<file path="src/rtl/utopia_rx_pkg.sv">
package utopia_rx_pkg;
  typedef enum logic {
    MODE_SINGLE = 1'b0,
    MODE_MULTI  = 1'b1
  } phy_mode_e;
endpackage

</file>
<file path="src/rtl/rx_cell_ptr.sv">
// Walks byte offset within a cell and cell slot within the ring.
module rx_cell_ptr #(
  parameter int CELL_BYTES = 53,
  parameter int CELL_DEPTH = 4,
  parameter int AW         = 8
) (
  input  logic          clk_i,
  input  logic          rst_ni,
  input  logic          adv_i,
  output logic [AW-1:0] addr_o,
  output logic          first_o,
  output logic          last_o
);
  localparam int OFF_W  = $clog2(CELL_BYTES);
  localparam int CELL_W = (CELL_DEPTH > 1) ? $clog2(CELL_DEPTH) : 1;

  logic [OFF_W-1:0]  off_q;
  logic [CELL_W-1:0] cell_q;

  assign first_o = (off_q == '0);
  assign last_o  = (off_q == OFF_W'(CELL_BYTES - 1));
  assign addr_o  = AW'(cell_q) * AW'(CELL_BYTES) + AW'(off_q);

  always_ff @(posedge clk_i or negedge rst_ni) begin
    if (!rst_ni) begin
      off_q  <= '0;
      cell_q <= '0;
    end else if (adv_i) begin
      if (last_o) begin
        off_q  <= '0;
        cell_q <= (cell_q == CELL_W'(CELL_DEPTH - 1)) ? '0 : cell_q + 1'b1;
      end else begin
        off_q <= off_q + 1'b1;
      end
    end
  end
endmodule

</file>
<file path="src/rtl/rx_byte_mem.sv">
module rx_byte_mem #(
  parameter int DATA_W = 8,
  parameter int DEPTH  = 212,
  parameter int AW     = 8
) (
  input  logic              clk_i,
  input  logic              rst_ni,
  input  logic              we_i,
  input  logic [AW-1:0]     waddr_i,
  input  logic [DATA_W-1:0] wdata_i,
  input  logic              re_i,
  input  logic [AW-1:0]     raddr_i,
  output logic [DATA_W-1:0] rdata_o
);
  logic [DATA_W-1:0] mem_q [DEPTH];

  always_ff @(posedge clk_i) begin
    if (we_i) mem_q[waddr_i] <= wdata_i;
  end

  always_ff @(posedge clk_i or negedge rst_ni) begin
    if (!rst_ni)   rdata_o <= '0;
    else if (re_i) rdata_o <= mem_q[raddr_i];
  end
endmodule

</file>
<file path="src/rtl/rx_avail_flag.sv">
// Shared availability pin: byte flag (single) or address-selected cell flag (multi).
module rx_avail_flag
  import utopia_rx_pkg::*;
#(
  parameter int ADDR_W = 5
) (
  input  logic              clk_i,
  input  logic              rst_ni,
  input  logic              multi_phy_i,
  input  logic [ADDR_W-1:0] port_addr_i,
  input  logic [ADDR_W-1:0] rx_addr_i,
  input  logic              bytes_any_i,
  input  logic              cells_any_i,
  output logic              flag_o,
  output logic              flag_oe_o
);
  logic [ADDR_W-1:0] addr_q;
  phy_mode_e         mode;

  always_ff @(posedge clk_i or negedge rst_ni) begin
    if (!rst_ni) addr_q <= '0;
    else         addr_q <= rx_addr_i;
  end

  assign mode = phy_mode_e'(multi_phy_i);

  always_comb begin
    if (mode == MODE_MULTI) begin
      flag_oe_o = (addr_q == port_addr_i);
      flag_o    = flag_oe_o & cells_any_i;
    end else begin
      flag_oe_o = 1'b1;
      flag_o    = bytes_any_i;
    end
  end

  p_flag_gated_r7: assert property (@(posedge clk_i) disable iff (!rst_ni)
    flag_o |-> flag_oe_o);
  p_single_driven_r5: assert property (@(posedge clk_i) disable iff (!rst_ni)
    !multi_phy_i |-> flag_oe_o);
  p_cell_implies_bytes_r6: assert property (@(posedge clk_i) disable iff (!rst_ni)
    cells_any_i |-> bytes_any_i);
endmodule

</file>
<file path="src/rtl/utopia_rx_phy.sv">
module utopia_rx_phy #(
  parameter int CELL_BYTES = 53,
  parameter int CELL_DEPTH = 4,
  parameter int DATA_W     = 8,
  parameter int ADDR_W     = 5
) (
  input  logic              clk_i,
  input  logic              rst_ni,
  input  logic              multi_phy_i,
  input  logic [ADDR_W-1:0] port_addr_i,
  input  logic [ADDR_W-1:0] rx_addr_i,
  input  logic              lw_valid_i,
  input  logic [DATA_W-1:0] lw_data_i,
  output logic              lw_ready_o,
  input  logic              rd_en_ni,
  output logic [DATA_W-1:0] rd_data_o,
  output logic              rd_soc_o,
  output logic              flag_o,
  output logic              flag_oe_o,
  output logic              underflow_o
);
  localparam int TOTAL = CELL_BYTES * CELL_DEPTH;
  localparam int AW    = $clog2(TOTAL);
  localparam int CNT_W = $clog2(TOTAL + 1);
  localparam int CC_W  = $clog2(CELL_DEPTH + 1);

  logic [CNT_W-1:0] byte_cnt_q;
  logic [CC_W-1:0]  cell_cnt_q;
  logic [AW-1:0]    waddr, raddr;
  logic             wr_first, wr_last, rd_first, rd_last;
  logic             wr_go, rd_go, rd_try, cell_in, cell_out;

  assign lw_ready_o = (byte_cnt_q != CNT_W'(TOTAL));
  assign wr_go      = lw_valid_i & lw_ready_o;
  assign rd_try     = ~rd_en_ni;
  assign rd_go      = rd_try & (byte_cnt_q != '0);
  assign cell_in    = wr_go & wr_last;
  assign cell_out   = rd_go & rd_last;

  rx_cell_ptr #(.CELL_BYTES(CELL_BYTES), .CELL_DEPTH(CELL_DEPTH), .AW(AW)) u_wr_ptr (
    .clk_i, .rst_ni, .adv_i(wr_go), .addr_o(waddr), .first_o(wr_first), .last_o(wr_last)
  );

  rx_cell_ptr #(.CELL_BYTES(CELL_BYTES), .CELL_DEPTH(CELL_DEPTH), .AW(AW)) u_rd_ptr (
    .clk_i, .rst_ni, .adv_i(rd_go), .addr_o(raddr), .first_o(rd_first), .last_o(rd_last)
  );

  rx_byte_mem #(.DATA_W(DATA_W), .DEPTH(TOTAL), .AW(AW)) u_mem (
    .clk_i, .rst_ni, .we_i(wr_go), .waddr_i(waddr), .wdata_i(lw_data_i),
    .re_i(rd_go), .raddr_i(raddr), .rdata_o(rd_data_o)
  );

  rx_avail_flag #(.ADDR_W(ADDR_W)) u_flag (
    .clk_i, .rst_ni, .multi_phy_i, .port_addr_i, .rx_addr_i,
    .bytes_any_i(byte_cnt_q != '0), .cells_any_i(cell_cnt_q != '0),
    .flag_o, .flag_oe_o
  );

  always_ff @(posedge clk_i or negedge rst_ni) begin
    if (!rst_ni) begin
      byte_cnt_q  <= '0;
      cell_cnt_q  <= '0;
      rd_soc_o    <= 1'b0;
      underflow_o <= 1'b0;
    end else begin
      case ({wr_go, rd_go})
        2'b10:   byte_cnt_q <= byte_cnt_q + 1'b1;
        2'b01:   byte_cnt_q <= byte_cnt_q - 1'b1;
        default: byte_cnt_q <= byte_cnt_q;
      endcase
      case ({cell_in, cell_out})
        2'b10:   cell_cnt_q <= cell_cnt_q + 1'b1;
        2'b01:   cell_cnt_q <= cell_cnt_q - 1'b1;
        default: cell_cnt_q <= cell_cnt_q;
      endcase
      if (rd_go)       rd_soc_o <= rd_first;
      else if (rd_try) rd_soc_o <= 1'b0;
      if (rd_try && !rd_go) underflow_o <= 1'b1;
    end
  end

  p_cnt_bound_r1: assert property (@(posedge clk_i) disable iff (!rst_ni)
    byte_cnt_q <= CNT_W'(TOTAL));
  p_underflow_sticky_r4: assert property (@(posedge clk_i) disable iff (!rst_ni)
    underflow_o |=> underflow_o);
  p_empty_read_r4: assert property (@(posedge clk_i) disable iff (!rst_ni)
    (rd_try && byte_cnt_q == '0) |=> (!rd_soc_o && $stable(rd_data_o) && underflow_o));
  p_idle_hold_r2: assert property (@(posedge clk_i) disable iff (!rst_ni)
    rd_en_ni |=> ($stable(rd_data_o) && $stable(rd_soc_o)));
  p_both_sides_r9: assert property (@(posedge clk_i) disable iff (!rst_ni)
    (wr_go && rd_go) |=> $stable(byte_cnt_q));
  p_write_first_r3: assert property (@(posedge clk_i) disable iff (!rst_ni)
    (wr_go && wr_first) |-> !wr_last);
endmodule

</file>
<file path="config.mk">
export PLATFORM = sky130hd
export DESIGN_NAME = utopia_rx_phy
export DESIGN_NICKNAME = d
export VERILOG_FILES = /design/src/rtl/utopia_rx_pkg.sv /design/src/rtl/rx_cell_ptr.sv /design/src/rtl/rx_byte_mem.sv /design/src/rtl/rx_avail_flag.sv /design/src/rtl/utopia_rx_phy.sv
export SDC_FILE = /design/constraint.sdc
export NUM_CORES = 2
export LEC_CHECK = 0
export BUFFER_PORTS_ARGS = -buffer_cell sky130_fd_sc_hd__buf_2
export CORE_UTILIZATION = 45
export DETAILED_ROUTE_END_ITERATION = 10
export MAX_ROUTING_LAYER = met4
export PLACE_DENSITY = 0.62
export SETUP_SLACK_MARGIN = 0.5
export SLEW_MARGIN = 20
export SYNTH_ARGS = -nofsm -noshare
export SYNTH_HDL_FRONTEND = slang
export SYNTH_HIERARCHICAL = 1
export SYNTH_SLANG_ARGS = --single-unit
</file>
<file path="constraint.sdc">
create_clock -name clk_i -period 3.2 [get_ports clk_i]
set_input_delay 0.32 -clock clk_i [delete_from_list [all_inputs] [get_ports clk_i]]
set_output_delay 0.32 -clock clk_i [all_outputs]
set_load 0.01 [all_outputs]
</file>
After elaboration in Yosys (flattened, before gate mapping)

Memory sizes are Yosys's and may differ from the RTL's. A register that Yosys moved wholly into a read port is not among the register bits.
Index checks and enable logic that the tools add are counted.

Memories: 1
Bits in registers: 34
Word-level logic and storage cells: 61
Bits in writable memories: 1696
Input bits: 23

Add/subtract/negate cells: 10
Reduce and logical (&&, ||, !) cells: 10
Bitwise operators: 6
Multiplexer cells: 12
Equal/unequal tests: 11
Multiply operators: 2

Memories:

| memory      | words | width | rd ports | clocked after Yosys merged registers in | write ports | RTL line          | source |
|---|---|---|---|---|---|---|---|
| u_mem.mem_q | 212   | 8     | 1        | 1                                       | 1           | rx_byte_mem.sv:15 | `logic [DATA_W-1:0] mem_q [DEPTH];` |

Operators with widths:

| kind                  | number |
|---|---|
| $add A8 B6 Y8         | 2 |
| $mul A2 B6 Y8 const B | 2 |
| $pmux W8 S2           | 1 |
| $add A6 B1 Y6 const B | 2 |
| $eq A6 B6 Y1 const B  | 2 |
| $mux W6               | 2 |
| $add A8 B1 Y8 const B | 1 |
| $eq A2 B2 Y1 const B  | 4 |
| $ne A8 B8 Y1 const B  | 1 |
| $reduce_bool A8 Y1    | 1 |
| $sub A8 B1 Y8 const B | 1 |
| $logic_not A6 Y1      | 1 |
| $mux W1               | 6 |
| $pmux W3 S2           | 1 |
| $and A1 B1 Y1         | 5 |
| $eq A5 B5 Y1          | 1 |
| $add A2 B1 Y2 const B | 2 |
| $eq A2 B1 Y1 const B  | 2 |
| $mux W2               | 2 |
| $reduce_and A2 Y1     | 2 |
| $reduce_bool A2 Y1    | 2 |
| $add A3 B1 Y3 const B | 1 |
| $reduce_bool A3 Y1    | 1 |
| $sub A3 B1 Y3 const B | 1 |
| 4 further kinds       | 5 |

Longest topological paths before layout

Depth after elaboration: 5
Mapped depth: 16
Mapped depth without buffers: 13

Cells and area by module

Netlist, hierarchy kept.

By module, submodules not included:

| module                 | instances | area each (um^2) | cells each |
|---|---|---|---|
| rx_byte_mem            | 1         | 66835.4          | 3121 |
| utopia_rx_phy          | 1         | 885.8            | 94 |
| rx_cell_ptr (u_wr_ptr) | 1         | 764.5            | 81 |
| rx_cell_ptr (u_rd_ptr) | 1         | 753.2            | 76 |
| rx_avail_flag          | 1         | 206.4            | 16 |

Worst setup path after synthesis

OpenSTA, ideal clock, no wires.

Kind: register -> register
Start: reg u_rd_ptr.cell_q[1]
End: reg u_mem.rdata_o[6], read port of u_mem.mem_q
Clock period less this slack: 3.523 ns
Stages on the path, launching flop included: 14
Data required time: 3.067 ns
Data arrival time: 3.390 ns
Setup slack: -0.323 ns
Path buffers: 3
Cell sequence: dfrtp_1 ha_1 ha_1 inv_1 fa_1 xnor2_1 buf_2 buf_1 clkbuf_1 mux4_2 o211ai_1 o221ai_1 a221oi_2 o32ai_1

Longest elaborated chain between the ends: 2

RTL lines:

| item                   | RTL line            | source |
|---|---|---|
| from (decl)            | rx_cell_ptr.sv:18   | `logic [CELL_W-1:0] cell_q;` |
| from (signal assigned) | rx_cell_ptr.sv:31   | `cell_q <= (cell_q == CELL_W'(CELL_DEPTH - 1)) ? '0 : cell_q + 1'b1;` |
| $mul A2 B6 Y8          | rx_cell_ptr.sv:22   | `assign addr_o = AW'(cell_q) * AW'(CELL_BYTES) + AW'(off_q);` |
| $add A8 B6 Y8          | rx_cell_ptr.sv:22   |  |
| net raddr[3]           | utopia_rx_phy.sv:29 | `logic [AW-1:0] waddr, raddr;` |
| to (decl)              | rx_byte_mem.sv:13   | `output logic [DATA_W-1:0] rdata_o` |

The timed path passes the listed nets, and every way through them passes these cells.
A chain may end at the register's enable or synchronous reset.

Worst setup path in the final report

Start: reg u_rd_ptr.cell_q[1]
End: reg u_mem.rdata_o[7], read port of u_mem.mem_q

The elaborated chain is that of the path after synthesis.

==> impl_metrics.py <==
metrics = {
    "timing": {
        "finalCritPeriodShare_pct": 112,
        "post-route-min-period_ns": 3.58,
        "hold_ws_ns": 0.0329,
        "finalHoldViolations": 0,
        "setup_viol": 1505,
        "max_freq_mhz": 280,
        "max_slew_margin_pct": 33.9,
        "setup_ws_ns": -0.376,
        "skew_ns": 0.0359,
        "drv_slew": 0,
        "rsz0062_at_grt": "yes",
        "worstMarginPinSlew_ns": 0.991,
    },
    "critical_path": {
        "crit_required_ns": 3.89,
        "critPathMaxStageDelay_ns": 0.57,
        "slowest_stage": "or3b_2",
        "crit_fanout": 7,
        "crit_path_cell_trace": "buf_4 > fa_1 > ha_4 > o21a_1 > o31a_1 > a21oi_4 > or3b_2 > o22ai_1 > a211o_1 > o311a_1 > a311o_1 > o311ai_1",
        "cp_top_family": "compound AO/OA/AOI/OAI gates",
        "critical_path_cell_count": 12,
        "path_buf_inv": 1,
        "crit_arrival_ns": 4.27,
        "cp-start-kind": "register",
        "path_class": "reg2reg",
        "end_kind": "register",
        "reg2reg_depth": 12,
    },
    "clock_network": {
        "clk_pin_slew_worst_paths_ns": 0.06,
        "clockBufferDepth": 3,
        "htree_levels": 4,
        "cts_tree": "built",
        "numCtsBuffers": 177,
        "clkLatencyLatePin_ns": 0.84,
        "clock_sinks": 1738,
        "cts_root_buf": "clkbuf_16",
    },
    "power": {
        "intPower_mw": 59.9,
        "switching_share_pct": 37.6,
        "p_seq_share_pct": 27.4,
        "leakagePower_nw": 28.9,
        "clkPwrFrac_pct": 20.9,
        "p_per_area_nw_per_um2": 1100,
        "ir_drop_mv": 0.976,
        "p_switching_mw": 36.0,
        "finalPower_mw": 95.9,
        "combPwrFrac_pct": 51.7,
    },
    "grt": {
        "antenna_found_initial": 6,
        "grt_pass1_wl_um": 276000,
        "overflow": 0,
        "grt_max_degree": 91,
        "grtUsageTotal_pct": 25.6,
        "grt_pass1_vias": 37400,
    },
    "floorplanning": {
        "die_h_um": 395,
        "fp.coreArea_um2": 153000,
        "die_area_um2": 156000,
        "io-pin-count": 36,
        "start_util_pct": 45.5,
        "fp-row-count": 143,
        "die_w_um": 395,
    },
    "cells_and_area": {
        "nFillCells": 11100,
        "final_util_pct": 57.2,
        "drive_gt1_share_pct": 40.8,
        "layout.nets": 4264,
        "syn2layout_area_growth_pct": 25.7,
        "fin_area_um2": 87300,
    },
    "routing": {
        "postRouteAntennaNets": 0,
        "via_count": 37900,
        "post_drt_via_cell_ratio": 5.94,
        "drc": 0,
        "totalWireLength_um": 195000,
        "dr.pass1.iters": 5,
        "drtIter0Drc": 4040,
        "wl_per_cell_um": 30.5,
    },
    "outcome": {
        "status": "complete, but fails checks",
        "violations": "setup timing",
    },
    "placed_design": {
        "gp_congestion": 0.937,
        "port-buffer-count": 35,
        "dp_hpwl_um": 127000,
        "place_ws_ns": -0.558,
        "placed_area_um2": 77700,
    },
    "worst_hold_path": {
        "min_path_type": "in2reg",
        "min_path_cells": 1,
    },
    "yosys": {
        "avgSynthCellArea_um2": 20.5,
        "yosys_warnings": 6,
        "synth_area_um2": 69400,
        "synth_nets": 3452,
        "synthCells": 3387,
    },
    "run": {
        "maxCapViolCount": 0,
    },
}
[state kept, by name (all words and copies together) (netlist names)]
register,cells
byte_cnt_q,8
u_wr_ptr/cell_q,2
u_rd_ptr/off_q,6
u_flag/addr_q,5
underflow_o,1
u_mem/mem_q,1696
u_rd_ptr/cell_q,2
cell_cnt_q,3
rd_soc_o,1
u_wr_ptr/off_q,6
u_mem/rdata_o,8
[per-layer routing]
| layer | share of wire, % | wire length [um] | track usage (%) |
|---|---|---|---|
| met1 | 40 | 78300 | 35.1 |
| met2 | 47 | 91800 | 38.4 |
| met3 | 9.6 | 18700 | 5.69 |
| met4 | 3.1 | 6000 | 7.79 |
| met5 | 0 | 0 | - |
[path summary, 6_finish.rpt]
path / slack, ns / to / start
setup / recovery: -0.38 / u_mem/rdata_o[7] / u_rd_ptr/cell_q[1]
hold / removal: 0.03 / u_mem/mem_q[63][2] / lw_data_i[2]
setup reg to reg: -0.38 / u_mem/rdata_o[7] / u_rd_ptr/cell_q[1]
hold reg to reg: 0.46 / cell_cnt_q[2] / cell_cnt_q[2]
max in group asynchronous: 2.22 / u_mem/rdata_o[3] / rst_ni
min in group asynchronous: 0.20 / underflow_o / rst_ni
[timing repair]
action                                  4_1_cts  5_1_grt
pin swaps                                    51       64
gates cloned                                  6        5
hold buffers                                  9        0
gates resized for setup                     207      300
endpoints found under the setup margin     1707     1711
hold endpoints to repair                     79        0
setup buffers                                64       61
[layout by cell type (no fill, tap or decap), types with 25 or more instances in the layout]
| master | n |
|---|---|
| buf_6 | 86 |
| buf_4 | 496 |
| nor2_1 | 103 |
| clkbuf_16 | 182 |
| nand3_1 | 29 |
| nand2_1 | 95 |
| buf_8 | 27 |
| o22ai_1 | 25 |
| mux2i_1 | 130 |
| buf_12 | 158 |
| mux2_2 | 36 |
| clkinv_2 | 26 |
| buf_2 | 27 |
| edfxtp_1 | 1696 |
| clkinv_1 | 34 |
| o21ai_0 | 26 |
| clkbuf_1 | 59 |
| nor2_4 | 133 |
| dfrtp_1 | 39 |
| mux4_2 | 398 |
| a21oi_1 | 30 |
[layout make-up]
class                   count  area, um^2  area share, %
flip-flops and latches   1738       52000           59.6
multi-input cells        1428       18000           20.6
repair buffers            820        8960           10.3
clock buffers             238        4680           5.36
well taps                2030        2540           2.91
clock inverters            90         996           1.14
inverters                  33         146          0.168
repair inverters            1        6.26        0.00717
diodes                      2        5.00        0.00574
[power by group through the flow]
stage	clock network, mW	registers [mW]	logic (mW)
after floorplan	0	26.6	23.2
final	20.1	26.3	49.5
after global routing	21.2	26.3	50.9
after detailed placement	0	26.7	42.9
after global placement	0	26.7	42.9
after CTS	20.4	26.3	46.5
[worst register-to-register path, stage by stage, from the launching register on]
cell	delay [ns]
dfrtp_1	0.41
buf_4	0.18
fa_1	0.48
ha_4	0.30
o21a_1	0.11
o31a_1	0.19
a21oi_4	0.08
or3b_2	0.57
o22ai_1	0.45
a211o_1	0.19
o311a_1	0.27
a311o_1	0.14
o311ai_1	0.08
[through the flow]
| step | TNS, ns | std cells |
|---|---|---|
| 2_1_floorplan | -10.58 | 3387 |
| 3_3_place_gp | -188.38 | 5905 |
| 3_5_place_dp | -190.33 | 5905 |
| 4_1_cts | -35.53 | 6312 |
| 5_1_grt | -202.74 | 6380 |
| 6_report | -152.85 | 6380 |
No activity file was read; power rests on OpenSTA's default activity.
